File: config.mk
export PLATFORM = sky130hd
export DESIGN_NAME = code_patch_unit
export DESIGN_NICKNAME = d
export VERILOG_FILES = /design/src/rtl/cpatch_pkg.sv /design/src/rtl/cpatch_cfg.sv /design/src/rtl/cpatch_cmp.sv /design/src/rtl/cpatch_pick.sv /design/src/rtl/code_patch_unit.sv
export SDC_FILE = /design/constraint.sdc
export NUM_CORES = 1
export LEC_CHECK = 0
export ABC_AREA = 0
export CAP_MARGIN = 20
export CORE_MARGIN = 8
export CORE_UTILIZATION = 60
export CTS_CLUSTER_SIZE = 25
export DETAILED_ROUTE_END_ITERATION = 6
export GPL_ROUTABILITY_DRIVEN = 0
export PLACE_DENSITY = 0.87
export SYNTH_ARGS = -nofsm -noshare
export SYNTH_HDL_FRONTEND = slang
export SYNTH_SLANG_ARGS = --single-unit
File: constraint.sdc
create_clock -name clk -period 4.75 [get_ports clk]
set_input_delay 1.1875 -clock clk [delete_from_list [all_inputs] [get_ports clk]]
set_output_delay 1.1875 -clock clk [all_outputs]
set_load 0.05 [all_outputs]
File: src/rtl/cpatch_pkg.sv
package cpatch_pkg;
   localparam int unsigned AW = 32;

   typedef enum logic {
      ACC_FETCH = 1'b0,
      ACC_LOAD  = 1'b1
   } acc_kind_e;

   typedef enum logic [1:0] {
      SZ_BYTE = 2'd0,
      SZ_HALF = 2'd1,
      SZ_WORD = 2'd2
   } acc_size_e;

   typedef enum logic [1:0] {
      RP_REMAP = 2'd0,
      RP_LOW   = 2'd1,
      RP_HIGH  = 2'd2,
      RP_BOTH  = 2'd3
   } rep_mode_e;

   // comparator setup; word holds address bits [28:2]
   typedef struct packed {
      logic      en;
      logic [26:0] word;
      rep_mode_e rep;
   } cmp_cfg_t;
endpackage

File: src/rtl/cpatch_cfg.sv
module cpatch_cfg
   import cpatch_pkg::*;
#(
   parameter int unsigned N_INSN = 6,
   parameter int unsigned N_LIT  = 2,
   parameter int unsigned SEL_W  = 4,
   parameter int unsigned BASE_LSB = 5
) (
   input  logic                        clk,
   input  logic                        rst_n,
   input  logic                        we,
   input  logic [SEL_W-1:0]            sel,
   input  logic [AW-1:0]               wdata,
   output logic                        glob_en,
   output logic [AW-1:BASE_LSB]        base,
   output cmp_cfg_t [N_INSN+N_LIT-1:0] cmp_cfg
);
   localparam int unsigned N_CMP = N_INSN + N_LIT;

   always_ff @(posedge clk or negedge rst_n) begin
      if (!rst_n) begin
         glob_en <= 1'b0;
         base    <= '0;
      end else if (we) begin
         if (sel == SEL_W'(0)) glob_en <= wdata[0];
         if (sel == SEL_W'(1)) base    <= wdata[AW-1:BASE_LSB];
      end
   end

   for (genvar i = 0; i < N_CMP; i++) begin : g_slot
      always_ff @(posedge clk or negedge rst_n) begin
         if (!rst_n) begin
            cmp_cfg[i] <= '0;
         end else if (we && sel == SEL_W'(i + 2)) begin
            cmp_cfg[i].en   <= wdata[0];
            cmp_cfg[i].word <= wdata[28:2];
            if (i < N_INSN) cmp_cfg[i].rep <= rep_mode_e'(wdata[31:30]);
            else            cmp_cfg[i].rep <= RP_REMAP;
         end
      end
   end
endmodule

File: src/rtl/cpatch_cmp.sv
module cpatch_cmp
   import cpatch_pkg::*;
#(
   parameter bit IS_LIT = 1'b0
) (
   input  cmp_cfg_t        cfg,
   input  logic            glob_en,
   input  logic            req_valid,
   input  logic [AW-1:0]   req_addr,
   input  logic [1:0]      req_size,
   input  logic            req_kind,
   output logic            hit
);
   logic in_region, addr_eq, kind_ok, align_ok;

   assign in_region = (req_addr[AW-1:29] == '0);
   assign addr_eq   = (req_addr[28:2] == cfg.word);

   if (IS_LIT) begin : g_lit
      assign kind_ok = (req_kind == ACC_LOAD);
      always_comb begin
         unique case (req_size)
            SZ_HALF: align_ok = ~req_addr[0];
            SZ_WORD: align_ok = (req_addr[1:0] == 2'b00);
            default: align_ok = 1'b1;
         endcase
      end
   end else begin : g_insn
      assign kind_ok  = (req_kind == ACC_FETCH);
      assign align_ok = 1'b1;
   end

   assign hit = req_valid & glob_en & cfg.en & in_region & addr_eq & kind_ok & align_ok;
endmodule

File: src/rtl/cpatch_pick.sv
module cpatch_pick #(
   parameter int unsigned N     = 8,
   parameter int unsigned IDX_W = 3
) (
   input  logic [N-1:0]     hits,
   output logic             any,
   output logic [IDX_W-1:0] idx
);
   always_comb begin
      idx = '0;
      for (int i = N - 1; i >= 0; i--) begin
         if (hits[i]) idx = IDX_W'(i);
      end
   end
   assign any = |hits;
endmodule

File: src/rtl/code_patch_unit.sv
module code_patch_unit
   import cpatch_pkg::*;
#(
   parameter int unsigned N_INSN  = 6,
   parameter int unsigned N_LIT   = 2,
   parameter logic [15:0] BKPT_OP = 16'hBE00,
   localparam int unsigned N_CMP    = N_INSN + N_LIT,
   localparam int unsigned IDX_W    = (N_CMP > 1) ? $clog2(N_CMP) : 1,
   localparam int unsigned SEL_W    = $clog2(N_CMP + 2),
   localparam int unsigned BASE_LSB = IDX_W + 2
) (
   input  logic             clk,
   input  logic             rst_n,
   input  logic             cfg_we,
   input  logic [SEL_W-1:0] cfg_sel,
   input  logic [AW-1:0]    cfg_wdata,
   input  logic             req_valid,
   input  logic [AW-1:0]    req_addr,
   input  logic [1:0]       req_size,
   input  logic             req_kind,
   input  logic [AW-1:0]    flash_rdata,
   output logic             out_valid,
   output logic             out_redirect,
   output logic             out_bkpt,
   output logic [AW-1:0]    out_addr,
   output logic [AW-1:0]    out_orig_addr,
   output logic [AW-1:0]    out_rdata
);
   if (N_INSN < 1 || N_LIT < 1) begin : g_bad_count
      $error("code_patch_unit: each bank needs at least one comparator");
   end
   if (N_CMP != 8) begin : g_bad_slots
      $error("code_patch_unit: register layout assumes eight comparators");
   end

   logic                  glob_en;
   logic [AW-1:BASE_LSB]  base;
   cmp_cfg_t [N_CMP-1:0]  cmp_cfg;
   logic [N_CMP-1:0]      hits;
   logic                  any_hit;
   logic [IDX_W-1:0]      win;
   rep_mode_e             win_rep;
   rep_mode_e             rep_q;

   cpatch_cfg #(
      .N_INSN(N_INSN), .N_LIT(N_LIT), .SEL_W(SEL_W), .BASE_LSB(BASE_LSB)
   ) i_cfg (
      .clk(clk), .rst_n(rst_n), .we(cfg_we), .sel(cfg_sel), .wdata(cfg_wdata),
      .glob_en(glob_en), .base(base), .cmp_cfg(cmp_cfg)
   );

   for (genvar i = 0; i < N_CMP; i++) begin : g_cmp
      cpatch_cmp #(.IS_LIT(i >= N_INSN)) i_cmp (
         .cfg(cmp_cfg[i]), .glob_en(glob_en), .req_valid(req_valid),
         .req_addr(req_addr), .req_size(req_size), .req_kind(req_kind),
         .hit(hits[i])
      );
   end

   cpatch_pick #(.N(N_CMP), .IDX_W(IDX_W)) i_pick (
      .hits(hits), .any(any_hit), .idx(win)
   );

   assign win_rep = any_hit ? cmp_cfg[win].rep : RP_REMAP;

   always_ff @(posedge clk or negedge rst_n) begin
      if (!rst_n) begin
         out_valid     <= 1'b0;
         out_redirect  <= 1'b0;
         out_bkpt      <= 1'b0;
         out_addr      <= '0;
         out_orig_addr <= '0;
         rep_q         <= RP_REMAP;
      end else begin
         out_valid     <= req_valid;
         out_orig_addr <= req_addr;
         rep_q         <= win_rep;
         out_bkpt      <= any_hit && (win_rep != RP_REMAP);
         out_redirect  <= any_hit && (win_rep == RP_REMAP);
         if (any_hit && win_rep == RP_REMAP)
            out_addr <= {base, win, req_addr[1:0]};
         else
            out_addr <= req_addr;
      end
   end

   always_comb begin
      out_rdata = flash_rdata;
      if (out_bkpt) begin
         if (rep_q == RP_LOW  || rep_q == RP_BOTH) out_rdata[15:0]  = BKPT_OP;
         if (rep_q == RP_HIGH || rep_q == RP_BOTH) out_rdata[31:16] = BKPT_OP;
      end
   end

   // ---------------- assertions ----------------
   AST_ONE_ACTION: assert property (@(posedge clk) disable iff (!rst_n)
      !(out_redirect && out_bkpt)) else $error("redirect and breakpoint together");

   AST_GLOBAL_OFF: assert property (@(posedge clk) disable iff (!rst_n)
      !$past(glob_en) |-> !out_redirect && !out_bkpt);

   AST_ORIG_KEPT: assert property (@(posedge clk) disable iff (!rst_n)
      out_valid |-> out_orig_addr == $past(req_addr));

   AST_RESULT_TIMING: assert property (@(posedge clk) disable iff (!rst_n)
      out_valid == $past(req_valid));

   AST_SLOT_IN_TABLE: assert property (@(posedge clk) disable iff (!rst_n)
      out_redirect |-> out_addr[AW-1:BASE_LSB] == $past(base));

   AST_REGION_GATE: assert property (@(posedge clk) disable iff (!rst_n)
      $past(req_addr[AW-1:29] != 3'b000) |-> !out_redirect && !out_bkpt);

   AST_UNALIGNED_LOAD: assert property (@(posedge clk) disable iff (!rst_n)
      $past(req_kind == ACC_LOAD && req_size == SZ_WORD && req_addr[1:0] != 2'b00)
      |-> !out_redirect);

   AST_LOAD_NO_BKPT: assert property (@(posedge clk) disable iff (!rst_n)
      $past(req_kind == ACC_LOAD) |-> !out_bkpt);
endmodule

After elaboration in Yosys (flattened, before gate mapping)
Index checks and enable logic that the tools add are counted.
{"block": "word_totals", "word_cells": 126, "reg_bits": 333, "out_inout_bits": 99}
{"block": "op_classes", "magnitude_cmp": 1, "reduce_logical": 20, "muxes": 16, "n_bitwise": 37, "eq_ne": 22}
{"op": "== test 27 bit", "count": 8}
{"op": "binary-select mux 30 bit (select 3 bit)", "count": 1}
{"op": "2-to-1 mux 32 bit", "count": 2}
{"op": "bitwise AND 1 bit", "count": 35}
{"op": "2-to-1 mux 16 bit", "count": 2}
{"op": "2-to-1 mux 3 bit", "count": 8}
{"op": "== test 4 x 3 -> 1 bit, second input constant", "count": 4}
{"op": "logical AND 1 bit", "count": 10}
{"op": "== test 4 x 2 -> 1 bit, second input constant", "count": 2}
{"op": "== test 4 bit, second input constant", "count": 2}
{"op": "OR reduction 8 bit", "count": 1}
{"op": "== test 2 bit, second input constant", "count": 3}
{"op": "== test 2 x 1 -> 1 bit, second input constant", "count": 2}
{"op": "== test 4 x 1 -> 1 bit, second input constant", "count": 1}
{"op": "zero test 2 bit", "count": 2}
{"op": "zero test 4 bit", "count": 1}
{"op": "less-than comparator 3 x 4 -> 1 bit, second input constant", "count": 1}
{"op": "2-to-1 mux 2 bit", "count": 2}
{"op": "AND reduction 2 bit", "count": 2}
{"op": "zero test 3 bit", "count": 1}
{"op": "logical OR 1 bit", "count": 2}
{"op": "inverter 1 bit", "count": 2}
{"op": "one-hot mux 1 bit (2 select lines)", "count": 1}
{"op": "nonzero test 2 bit", "count": 1}

Depth between registers and ports, before layout
Gate-level depths: netlist of the first run.
{"block": "logic_depth", "depth_word": 20, "ltp_mapped": 14, "depth_no_buf": 11}

Cells and area by module
From an unflattened synthesis of the first run, not the netlist that was laid out.
{"block": "hier_totals", "hier_cells": 1068, "hier_area_um2": 15357.2}
{"mod": "cpatch_cfg", "cells_per_inst": 575, "area_per_inst_um2": 10082.2, "seq_area_each_um2": 6606.3, "n_inst": 1}
{"mod": "code_patch_unit", "cells_per_inst": 160, "area_per_inst_um2": 2573.7, "seq_area_each_um2": 1676.6, "n_inst": 1}
{"mod": "cpatch_cmp at g_cmp[0].i_cmp ...", "cells_per_inst": 38, "area_per_inst_um2": 314.1, "seq_area_each_um2": 0.0, "n_inst": 6}
{"mod": "cpatch_cmp at g_cmp[6].i_cmp ...", "cells_per_inst": 46, "area_per_inst_um2": 367.9, "seq_area_each_um2": 0.0, "n_inst": 2}
{"mod": "cpatch_pick", "cells_per_inst": 13, "area_per_inst_um2": 81.3, "seq_area_each_um2": 0.0, "n_inst": 1}

Worst setup path after synthesis of the first run
OpenSTA, ideal clock, no wires.
{"block": "synth_path", "kind": "input to register", "startpoint": "in req_addr[28]", "endpoint": "reg out_addr[14]", "setup_slack_ns": 0.742, "setup_time_ns": 0.125, "t_arrival_ns": 3.883, "stages": 13, "cell_sequence": "buf_4 -> xor2_1 -> or4_4 -> nor4_4 -> nand3_1 -> a311oi_2 -> mux2i_1 -> a32o_1 -> a21o_1 -> nor2b_4 -> buf_6 -> buf_6 -> mux2_4"}
{"block": "synth_between", "elab_chain_cells": 18, "elab_cells_between_ends": 41}
{"element": "start, declared", "line_no": "code_patch_unit.sv:18", "text": "input logic [AW-1:0] req_addr,"}
{"element": "== test 27 bit", "line_no": "cpatch_cmp.sv:17", "text": "assign addr_eq = (req_addr[28:2] == cfg.word);"}
{"element": "bitwise AND 1 bit (3 in a row)", "line_no": "cpatch_cmp.sv:33", "text": "assign hit = req_valid & glob_en & cfg.en & in_region & addr_eq & kind_ok & align_ok;"}
{"element": "2-to-1 mux 3 bit (8 in a row)", "line_no": "cpatch_pick.sv:12", "text": "if (hits[i]) idx = IDX_W'(i);"}
{"element": "binary-select mux 30 bit (select 3 bit)", "line_no": "code_patch_unit.sv:64", "text": "assign win_rep = any_hit ? cmp_cfg[win].rep : RP_REMAP;"}
{"element": "2-to-1 mux 2 bit (implied by the code)", "line_no": "code_patch_unit.sv:64"}
{"element": "2-to-1 mux 2 bit", "line_no": "code_patch_unit.sv:64"}
{"element": "zero test 2 bit", "line_no": "code_patch_unit.sv:80", "text": "if (any_hit && win_rep == RP_REMAP)"}
{"element": "logical AND 1 bit *", "line_no": "code_patch_unit.sv:80"}
{"element": "2-to-1 mux 32 bit *", "line_no": "code_patch_unit.sv:80"}
{"element": "end signal, assigned", "line_no": "code_patch_unit.sv:81", "text": "out_addr <= {base, win, req_addr[1:0]};"}
{"element": "end signal, assigned", "line_no": "code_patch_unit.sv:83", "text": "out_addr <= req_addr;"}
{"element": "end, declared", "line_no": "code_patch_unit.sv:25", "text": "output logic [AW-1:0] out_addr,"}
Mark *: on every way between the ends. The rest lies on a longest branch, timed or not. The select of a mux whose other input is x is not followed.
A chain may end at the register's enable or synchronous reset.

Worst setup path in the final report of the first run
{"block": "layout_path", "startpoint": "in req_addr[9]", "endpoint": "reg out_addr[12]"}
The elaborated chain is that of the path after synthesis.

==> out/metrics.csv, run 1 <==
metric,value,unit
number of global-route vias before repair,12500,
unrepaired setup endpoints after global routing,false,
ant diodes,0,
WHS,0.490,ns
max_slew headroom,35.6,%
Num CTS Buffers,35,
nets@finish,1647,
sequential share of the synthesized area,52.3,%
Longest Clk Path Bufs,3,
worst path arrival time,5.14,ns
clk_lat worst skew,0.52,ns
Synth cell types,58,
initial core utilization,60.9,%
failing checks,DRC,
grt ovf,0,
worst hold path depth,1,
status,"finished, violations left",
Total Routing Usage GR,32.5,%
Port Buffers,204,
multi-input logic area,7170,um^2
Die W,178,um
Area Overhead vs Synth,28.1,%
critical path required time,5.14,ns
routed wire length,51600,um
Mapped Nets,1327,
Worst-Margin Slew,0.965,ns
crit path kind,input pin to register,
CP Launch Type,input pin,
beginning of the worst hold path,i_cfg.base[30],
Ys Warns,0,
Core Area,26000,um^2
post-CTS setup buffer count,0,
Worst Reg-to-Reg Cells,13,
Post-synth EDFFs,0,
initial antenna violation count,0,
ranking of synthesized cells by area,"dfrtp_1, mux2_2, xnor2_1, nand4_1, and2_1",
first-pass GRT wire length,77000,um
Post-Syn Area,15800,um^2
Initial DRC Count,1414,
Routed WL per cell,27.2,um
largest net degree at the start of global routing,121,
pwr/cell area,433,nW/um^2
leading area contributor after synthesis,dfrtp_1,
clk sinks,331,
"Reg clk slew, reported paths",0.06,ns
Synth async-reset ratio,100,%
dpl cell area,19200,um^2
CTS Root Cell,clkbuf_16,
fillers,1507,
Post-CTS Hold Fix Bufs,0,
top_reg_cell synth,dfrtp_1,
post-DP HPWL,35400,um
Avg Vias per Cell,6.33,
Critical Path End Type,register,
Synth top area share,52.3,%
Clock Skew,0.0216,ns
worst-path fanout max,18,
Max Cap Viol,0,
CTS tree,built,
antenna-violating nets left,0,
TritonRoute pass-1 iters,7,
HP Class,register to register,
Placed Cells,1836,
R2R Path End,out_addr[12],
FF/Latch Area,8280,um^2
fmax,0.211,GHz
Cells after Synth,1218,
hold path endpoint,out_addr[30],
area of the die,31800,um^2
Final Util,78.0,%
layout cells sized above 1,31.6,%
max-slew violation count,0,
Final Setup Violations,0,
drc violations,1,
total number of vias,12000,
Tcrit/Tclk final,99.9,%
Reg2Reg Setup Slack,0.89,ns
synthesized flop and latch total,331,
H-tree levels,2,
reg-to-reg startpoint,i_cfg.cmp_cfg[99],
crit path time final,4.75,ns
synthesized area per cell,13.0,um^2
Leakage,8.33,nW
final hold violations,0,
post-route cell area,20300,um^2
io pins,206,
"count leader, synth",dfrtp_1,
post_cts resized,0,
top cell types by occurrence after synthesis,"dfrtp_1, mux2_2, xnor2_1, nand4_1, nand2_1",
Std-Cell Rows,59,
worst vdd ir,0.000323,V
"non-filler cells, final",1897,
Die H,178,um
cell usage in the layout (no fill, tap or decap), types with 5 or more instances in the layout:
cell	instances
dfrtp_1	331
mux2_2	276
xnor2_1	211
clkdlybuf4s50_1	203
buf_4	126
nand4_1	108
clkbuf_16	35
nand2_1	28
and2_1	26
nor4_1	21
nor2_1	17
nand2b_1	15
buf_12	15
clkbuf_1	13
inv_1	12
nand3_1	12
mux2_4	10
mux2i_1	8
clkinv_2	6
o21ai_0	5
and3_1	5
clkbuf_8	5
cell type report:
type                       count  area share, %
clock buffer                  53           4.90
timing repair buffer         345           16.2
sequential                   331           40.8
clock inverter                 8          0.339
multi-input combinational    813           35.4
inverter                      12          0.222
tap                          335           2.07
worst max-delay path, cell delays in order:
cell and delay (ns):
clkdlybuf4s50_1 0.40, buf_4 0.18, xnor2_1 0.55, nand4_1 0.25, nor4_1 0.36, buf_4 0.20
a32oi_1 0.08, a311oi_2 0.34, buf_4 0.18, mux2i_1 0.26, a32o_1 0.26, a21o_1 0.11
nor2b_4 0.20, buf_12 0.20, mux2_2 0.36
metal layers:
layer,vias to the layer above,share of wire [%],GRT usage (%)
met1,5938,35,39.2
li1,4990,-,-
met4,0,6.7,17.9
met5,-,0,0
met2,811,45,48.9
met3,261,14,13.5
state kept, by name, summed over array words and instances, names as in the netlist:
signal,flops
out_valid,1
i_cfg.base,27
i_cfg.glob_en,1
rep_q,2
out_orig_addr,32
i_cfg.cmp_cfg,236
out_bkpt,1
out_redirect,1
out_addr,30
power by group:
part           internal [mW]  leakage, nW  switching [mW]
combinational           1.11         3.78            1.31
sequential              3.37         4.03           0.379
clock                   1.50        0.525            1.09
total                   5.99         8.33            2.79
metrics by stage:
| step | setup WS, ns | setup TNS [ns] | power, mW |
|---|---|---|---|
| after floorplan | 0.742 | 0 | 5.02 |
| after global placement | -0.0318 | -0.135 | 5.92 |
| after detailed placement | -0.225 | -4.27 | 6.04 |
| after CTS | 0.294 | 0 | 8.65 |
| after global routing | 0.00911 | 0 | 9.04 |
| final | 0.00363 | 0 | 8.78 |
worst max path at each step:
stage / from / to / depth (start not counted)
finish: req_addr[9] / out_addr[12] / 15
global route: req_addr[4] / out_addr[26] / 14
CTS: req_addr[8] / out_addr[12] / 14
detailed placement: req_addr[8] / out_addr[12] / 14
global placement: req_addr[8] / out_addr[12] / 14
floorplan: req_addr[28] / out_addr[14] / 13
cells by family (layout without fill, tap and decap cells):
kind of cell,count (synthesis),count (layout),share of synthesized area [%]
adder cells (fa/ha/maj),2,2,0.158
XOR/XNOR,216,216,12.0
flip-flops,331,331,52.3
multiplexers,294,294,21.1
AND/OR/NAND/NOR,264,264,10.1
buffers and inverters,74,418,2.46
AO/OA/AOI/OAI,37,37,1.91
Note: power is estimated with default switching activity, not from simulation.
==> run 2, diff against run 1 <==
- ABC_AREA: 0 -> 1
- CAP_MARGIN: 20 -> 0
==> out/metrics.csv, run 2 <==
metric,value,unit
H-tree levels,2,
top cell types by occurrence after synthesis,"nand2_1, dfrtp_1, o21ai_0, inv_1, nor2_1",
Critical Path End Type,register,
final hold violations,0,
clk_lat worst skew,0.53,ns
Worst Reg-to-Reg Cells,19,
CTS tree,built,
post-CTS setup buffer count,0,
Tcrit/Tclk final,86.7,%
Synth cell types,32,
Total Routing Usage GR,30.8,%
fillers,1665,
"commonest non-fill, non-tap cell in the layout",nand2_1,
worst vdd ir,0.000239,V
Clock Skew,0.0177,ns
Total Neg Setup Slack,0,ns
io pins,206,
initial core utilization,61.2,%
Routed WL per cell,20.1,um
max_slew headroom,21.6,%
HP Class,register to register,
Area Overhead vs Synth,22.8,%
Die H,176,um
synthesized flop and latch total,331,
total number of vias,13900,
Ys Warns,0,
"non-filler cells, final",2403,
Longest Clk Path Bufs,3,
nets@finish,2157,
Worst Setup SP,req_addr[5],
initial antenna violation count,1,
Largest regs,"i_cfg.cmp_cfg x236, out_orig_addr x32, out_addr x30",
hold path endpoint,i_cfg.base[31],
first-pass GRT wire length,74800,um
beginning of the worst hold path,i_cfg.base[31],
top_reg_cell synth,dfrtp_1,
Mapped Nets,1967,
Post-CTS Hold Fix Bufs,0,
crit path kind,input pin to register,
Top reg by flops,i_cfg.cmp_cfg,
sequential share of the synthesized area,53.8,%
number of global-route vias before repair,13700,
area of the die,31100,um^2
synthesized area per cell,8.29,um^2
worst hold path depth,2,
routed wire length,48300,um
Max Cap Viol,0,
crit path time final,4.12,ns
Final Setup Violations,0,
Port Buffers,204,
post-DP HPWL,32900,um
Reg2Reg Setup Slack,1.74,ns
WHS,0.484,ns
grt ovf,0,
unrepaired setup endpoints after global routing,false,
post-route cell area,18900,um^2
Core Area,25200,um^2
Num CTS Buffers,36,
ant diodes,0,
Post-synth EDFFs,0,
status,"complete, no violations",
dpl cell area,17800,um^2
Std-Cell Rows,58,
pwr/cell area,423,nW/um^2
CP Launch Type,input pin,
TritonRoute pass-1 iters,7,
worst path arrival time,4.59,ns
largest net degree at the start of global routing,111,
Leakage,9.13,nW
CTS Root Cell,clkbuf_16,
Final Util,75.1,%
critical path required time,5.22,ns
fmax,0.243,GHz
Die W,176,um
max-slew violation count,0,
antenna-violating nets left,0,
max FFs per register,236,
drc violations,0,
most frequent cells in the layout,"nand2_1, dfrtp_1, o21ai_0, clkdlybuf4s50_1, inv_1",
"count leader, synth",nand2_1,
Post-Syn Area,15400,um^2
clk sinks,331,
post_cts resized,0,
Synth top area share,53.8,%
ranking of synthesized cells by area,"dfrtp_1, nand2_1, o21ai_0, xnor2_1, inv_1",
"Reg clk slew, reported paths",0.06,ns
Avg Vias per Cell,5.79,
Cells after Synth,1858,
Worst-Margin Slew,1.17,ns
layout cells sized above 1,7.19,%
leading area contributor after synthesis,dfrtp_1,
Initial DRC Count,1806,
Synth async-reset ratio,100,%
worst-path fanout max,19,
R2R Path End,out_addr[26],
reg-to-reg startpoint,i_cfg.cmp_cfg[124],
Placed Cells,2340,
## run 2: logic make-up after synthesis
group,after synthesis,synth area share [%]
compound gates,316,10.5
xor+xnor,113,6.42
fa+ha+maj,2,0.162
buf+inv,259,7.01
flops,331,53.8
simple gates,837,22.2
## run 2: how the worst max path moves through the flow
stage,to,slack [ns],cells after the start
2_1_floorplan,out_addr[21],1.62,21
3_3_place_gp,out_addr[12],0.45,20
3_5_place_dp,out_addr[15],0.41,16
4_1_cts,out_addr[26],0.77,20
5_1_grt,out_addr[24],0.50,20
6_report,out_addr[26],0.63,20
## run 2: worst max-delay path: stages
cell and delay, ns:
clkdlybuf4s50_1 0.67, buf_4 0.32, xnor2_1 0.36, nand4_1 0.22
nor2_1 0.22, nand2_1 0.09, nor2_1 0.22, nor2_4 0.09
nand2_2 0.12, nand2_1 0.06, nand2_1 0.06, clkinv_1 0.05
nand2_1 0.07, nand3_1 0.10, nand2_2 0.12, nor2_4 0.05
nand2_1 0.08, buf_4 0.28, nand2_1 0.11, nand2_1 0.09
## run 2: metal layers
| metal | track usage, % | wire length, um | vias to the layer above |
|---|---|---|---|
| li1 | - | - | 6205 |
| met1 | 38.1 | 17700 | 6576 |
| met2 | 48.8 | 22100 | 918 |
| met3 | 7.71 | 5550 | 208 |
| met4 | 17.4 | 2910 | 2 |
| met5 | 0 | 27 | - |
## run 2: power breakdown
part	leakage (nW)	total, mW	switching [mW]	internal (mW)
clock network	0.577	2.74	1.13	1.61
registers	4.14	3.67	0.356	3.31
logic	4.41	1.60	0.971	0.627
## run 2: cell type report
type | count | area [um^2] | share of cell area (%)
clock buffers | 52 | 1060 | 5.62
clock inverters | 11 | 91.3 | 0.483
inverters | 167 | 627 | 3.31
multi-input cells | 1268 | 6070 | 32.1
flip-flops and latches | 331 | 8280 | 43.8
well taps | 330 | 413 | 2.18
repair buffers | 244 | 2370 | 12.5
## run 2: metrics by stage
stage                     setup slack (ns)  power [mW]
after floorplan                       1.62        4.63
after global placement               0.452        5.13
after detailed placement             0.405        5.23
after CTS                            0.769        7.98
after global routing                 0.503        8.34
final                                0.630        8.01
==> run 3, diff against run 2 <==
- PLACE_DENSITY: 0.87 -> default
- PLACE_DENSITY_LB_ADDON: default -> 0.05
- RECOVER_POWER: default -> 25
==> out/metrics.csv, run 3 (synthesis gave the netlist of run 2 again) <==
metric,value,unit
status,"finished, violations left",
failing checks,"capacitance limit, slew limit",
Total Routing Usage GR,30.3,%
post-DP HPWL,32800,um
post_cts resized,0,
Clock Skew,0.0173,ns
largest net degree at the start of global routing,112,
layout cells sized above 1,7.10,%
clk_lat worst skew,0.51,ns
GR Layer Usage met2,47.8,%
max-slew violation count,109,
Reg2Reg Setup Slack,1.88,ns
worst setup margin,0.717,ns
nets@finish,2154,
Port Buffers,204,
Final Setup Violations,0,
crit path time final,4.03,ns
routed wire length,47200,um
most frequent cells in the layout,"nand2_1, dfrtp_1, o21ai_0, clkdlybuf4s50_1, inv_1",
Die W,176,um
M3 GR Usage,7.88,%
pwr/cell area,417,nW/um^2
Longest Clk Path Bufs,3,
first-pass GRT wire length,73000,um
grt ovf,0,
worst-path fanout max,30,
Largest regs,"i_cfg.cmp_cfg x236, out_orig_addr x32, out_addr x30",
initial core utilization,61.2,%
final hold violations,0,
R2R Path End,out_addr[7],
grt met1 use,39.5,%
HP Class,register to register,
Routed WL per cell,19.7,um
Worst-Margin Slew,2.82,ns
beginning of the worst hold path,i_cfg.base[7],
fillers,1885,
worst hold path depth,2,
H-tree levels,2,
post-CTS setup buffer count,0,
Combinational Power Share,19.9,%
fmax,0.248,GHz
Sequential Power Share,46.4,%
"commonest non-fill, non-tap cell in the layout",nand2_1,
unrepaired setup endpoints after global routing,false,
gr busiest metal,met2,
Max Cap Viol,1,
Clk network pwr share,33.8,%
total number of vias,13200,
Core Area,25200,um^2
max_slew headroom,-87.7,%
worst path arrival time,4.47,ns
number of global-route vias before repair,12900,
internal power,5.48,mW
Tcrit/Tclk final,84.9,%
Num CTS Buffers,35,
worst vdd ir,0.000313,V
Top reg by flops,i_cfg.cmp_cfg,
"Reg clk slew, reported paths",0.06,ns
reg-to-reg startpoint,i_cfg.cmp_cfg[156],
initial antenna violation count,0,
WHS,0.483,ns
Total Neg Setup Slack,0,ns
TritonRoute pass-1 iters,6,
antenna-violating nets left,0,
hold path endpoint,i_cfg.base[7],
Leakage,9.11,nW
drc violations,0,
CTS Root Cell,clkbuf_16,
max FFs per register,236,
area of the die,31100,um^2
Critical Path End Type,register,
P_sw,2.40,mW
Die H,176,um
sw frac,30.4,%
Avg Vias per Cell,5.52,
critical path required time,5.18,ns
Initial DRC Count,1440,
Post-CTS Hold Fix Bufs,0,
io pins,206,
Std-Cell Rows,58,
Area Overhead vs Synth,22.4,%
Pwr Total,7.87,mW
CP Launch Type,input pin,
crit path kind,input pin to register,
clk sinks,331,
CTS tree,built,
ant diodes,0,
pre-CTS setup slack,0.341,ns
Worst Reg-to-Reg Cells,20,
run 3: cell types whose count changed in the layout (fill, tap and decap cells not counted), moves of 4 or more:
cell and delta:
clkdlybuf4s50_1 -27, dlygate4sd3_1 +27, buf_4 -7, clkinv_2 +4
run 3: metal layers:
metal	routed length [um]	vias up
li1	-	6191
met5	0	-
met2	21500	628
met4	1990	0
met3	5040	121
met1	18700	6299
run 3: cell type report:
class	instances	area, um^2	area share, %
clock buffer	48	1010	5.38
clock inverter	13	93.8	0.497
inverter	167	627	3.32
multi-input combinational	1268	6070	32.2
sequential	331	8280	43.9
tap	330	413	2.19
timing repair buffer	242	2360	12.5
run 3: through the flow:
stage          util (%)  std cells  area [um^2]
2_1_floorplan         -       1858        15400
3_3_place_gp       70.6       2338        17800
3_5_place_dp       70.6       2338        17800
4_1_cts            75.0       2399        18900
5_1_grt            74.9       2399        18900
6_report           74.9       2399        18900
run 3: worst max-delay path, stage by stage:
cell	delay (ns)
clkdlybuf4s50_1	0.50
clkbuf_1	0.69
xnor2_1	0.23
nand3_1	0.10
nor3_1	0.14
nand2_1	0.07
nor2_1	0.08
nand2_1	0.08
nand2_1	0.08
nand2_1	0.05
nand2_1	0.05
nand2_1	0.07
nand2_2	0.12
nand2_2	0.09
nand2_1	0.08
nand3_1	0.13
nand2_4	0.13
nor2_4	0.05
nand2_1	0.09
buf_12	0.22
nand2_1	0.07
nand2_1	0.12
run 3: power groups by stage:
stage	sequential, mW	combinational (mW)	clock [mW]
final	3.65	1.56	2.66
after global routing	3.71	1.74	2.78
after CTS	3.64	1.56	2.68
after detailed placement	3.68	1.54	0
after global placement	3.66	1.50	0
after floorplan	3.71	0.922	0
run 3: how the worst max path moves through the flow:
stage | startpoint | endpoint | slack [ns] | cells past startpoint
2_1_floorplan | req_addr[6] | out_addr[21] | 1.62 | 21
3_3_place_gp | req_addr[3] | out_addr[15] | 0.39 | 23
3_5_place_dp | req_addr[3] | out_addr[18] | 0.34 | 23
4_1_cts | req_addr[3] | out_addr[21] | 0.85 | 23
5_1_grt | req_addr[14] | out_addr[18] | 0.49 | 22
6_report | req_addr[7] | out_addr[7] | 0.72 | 22
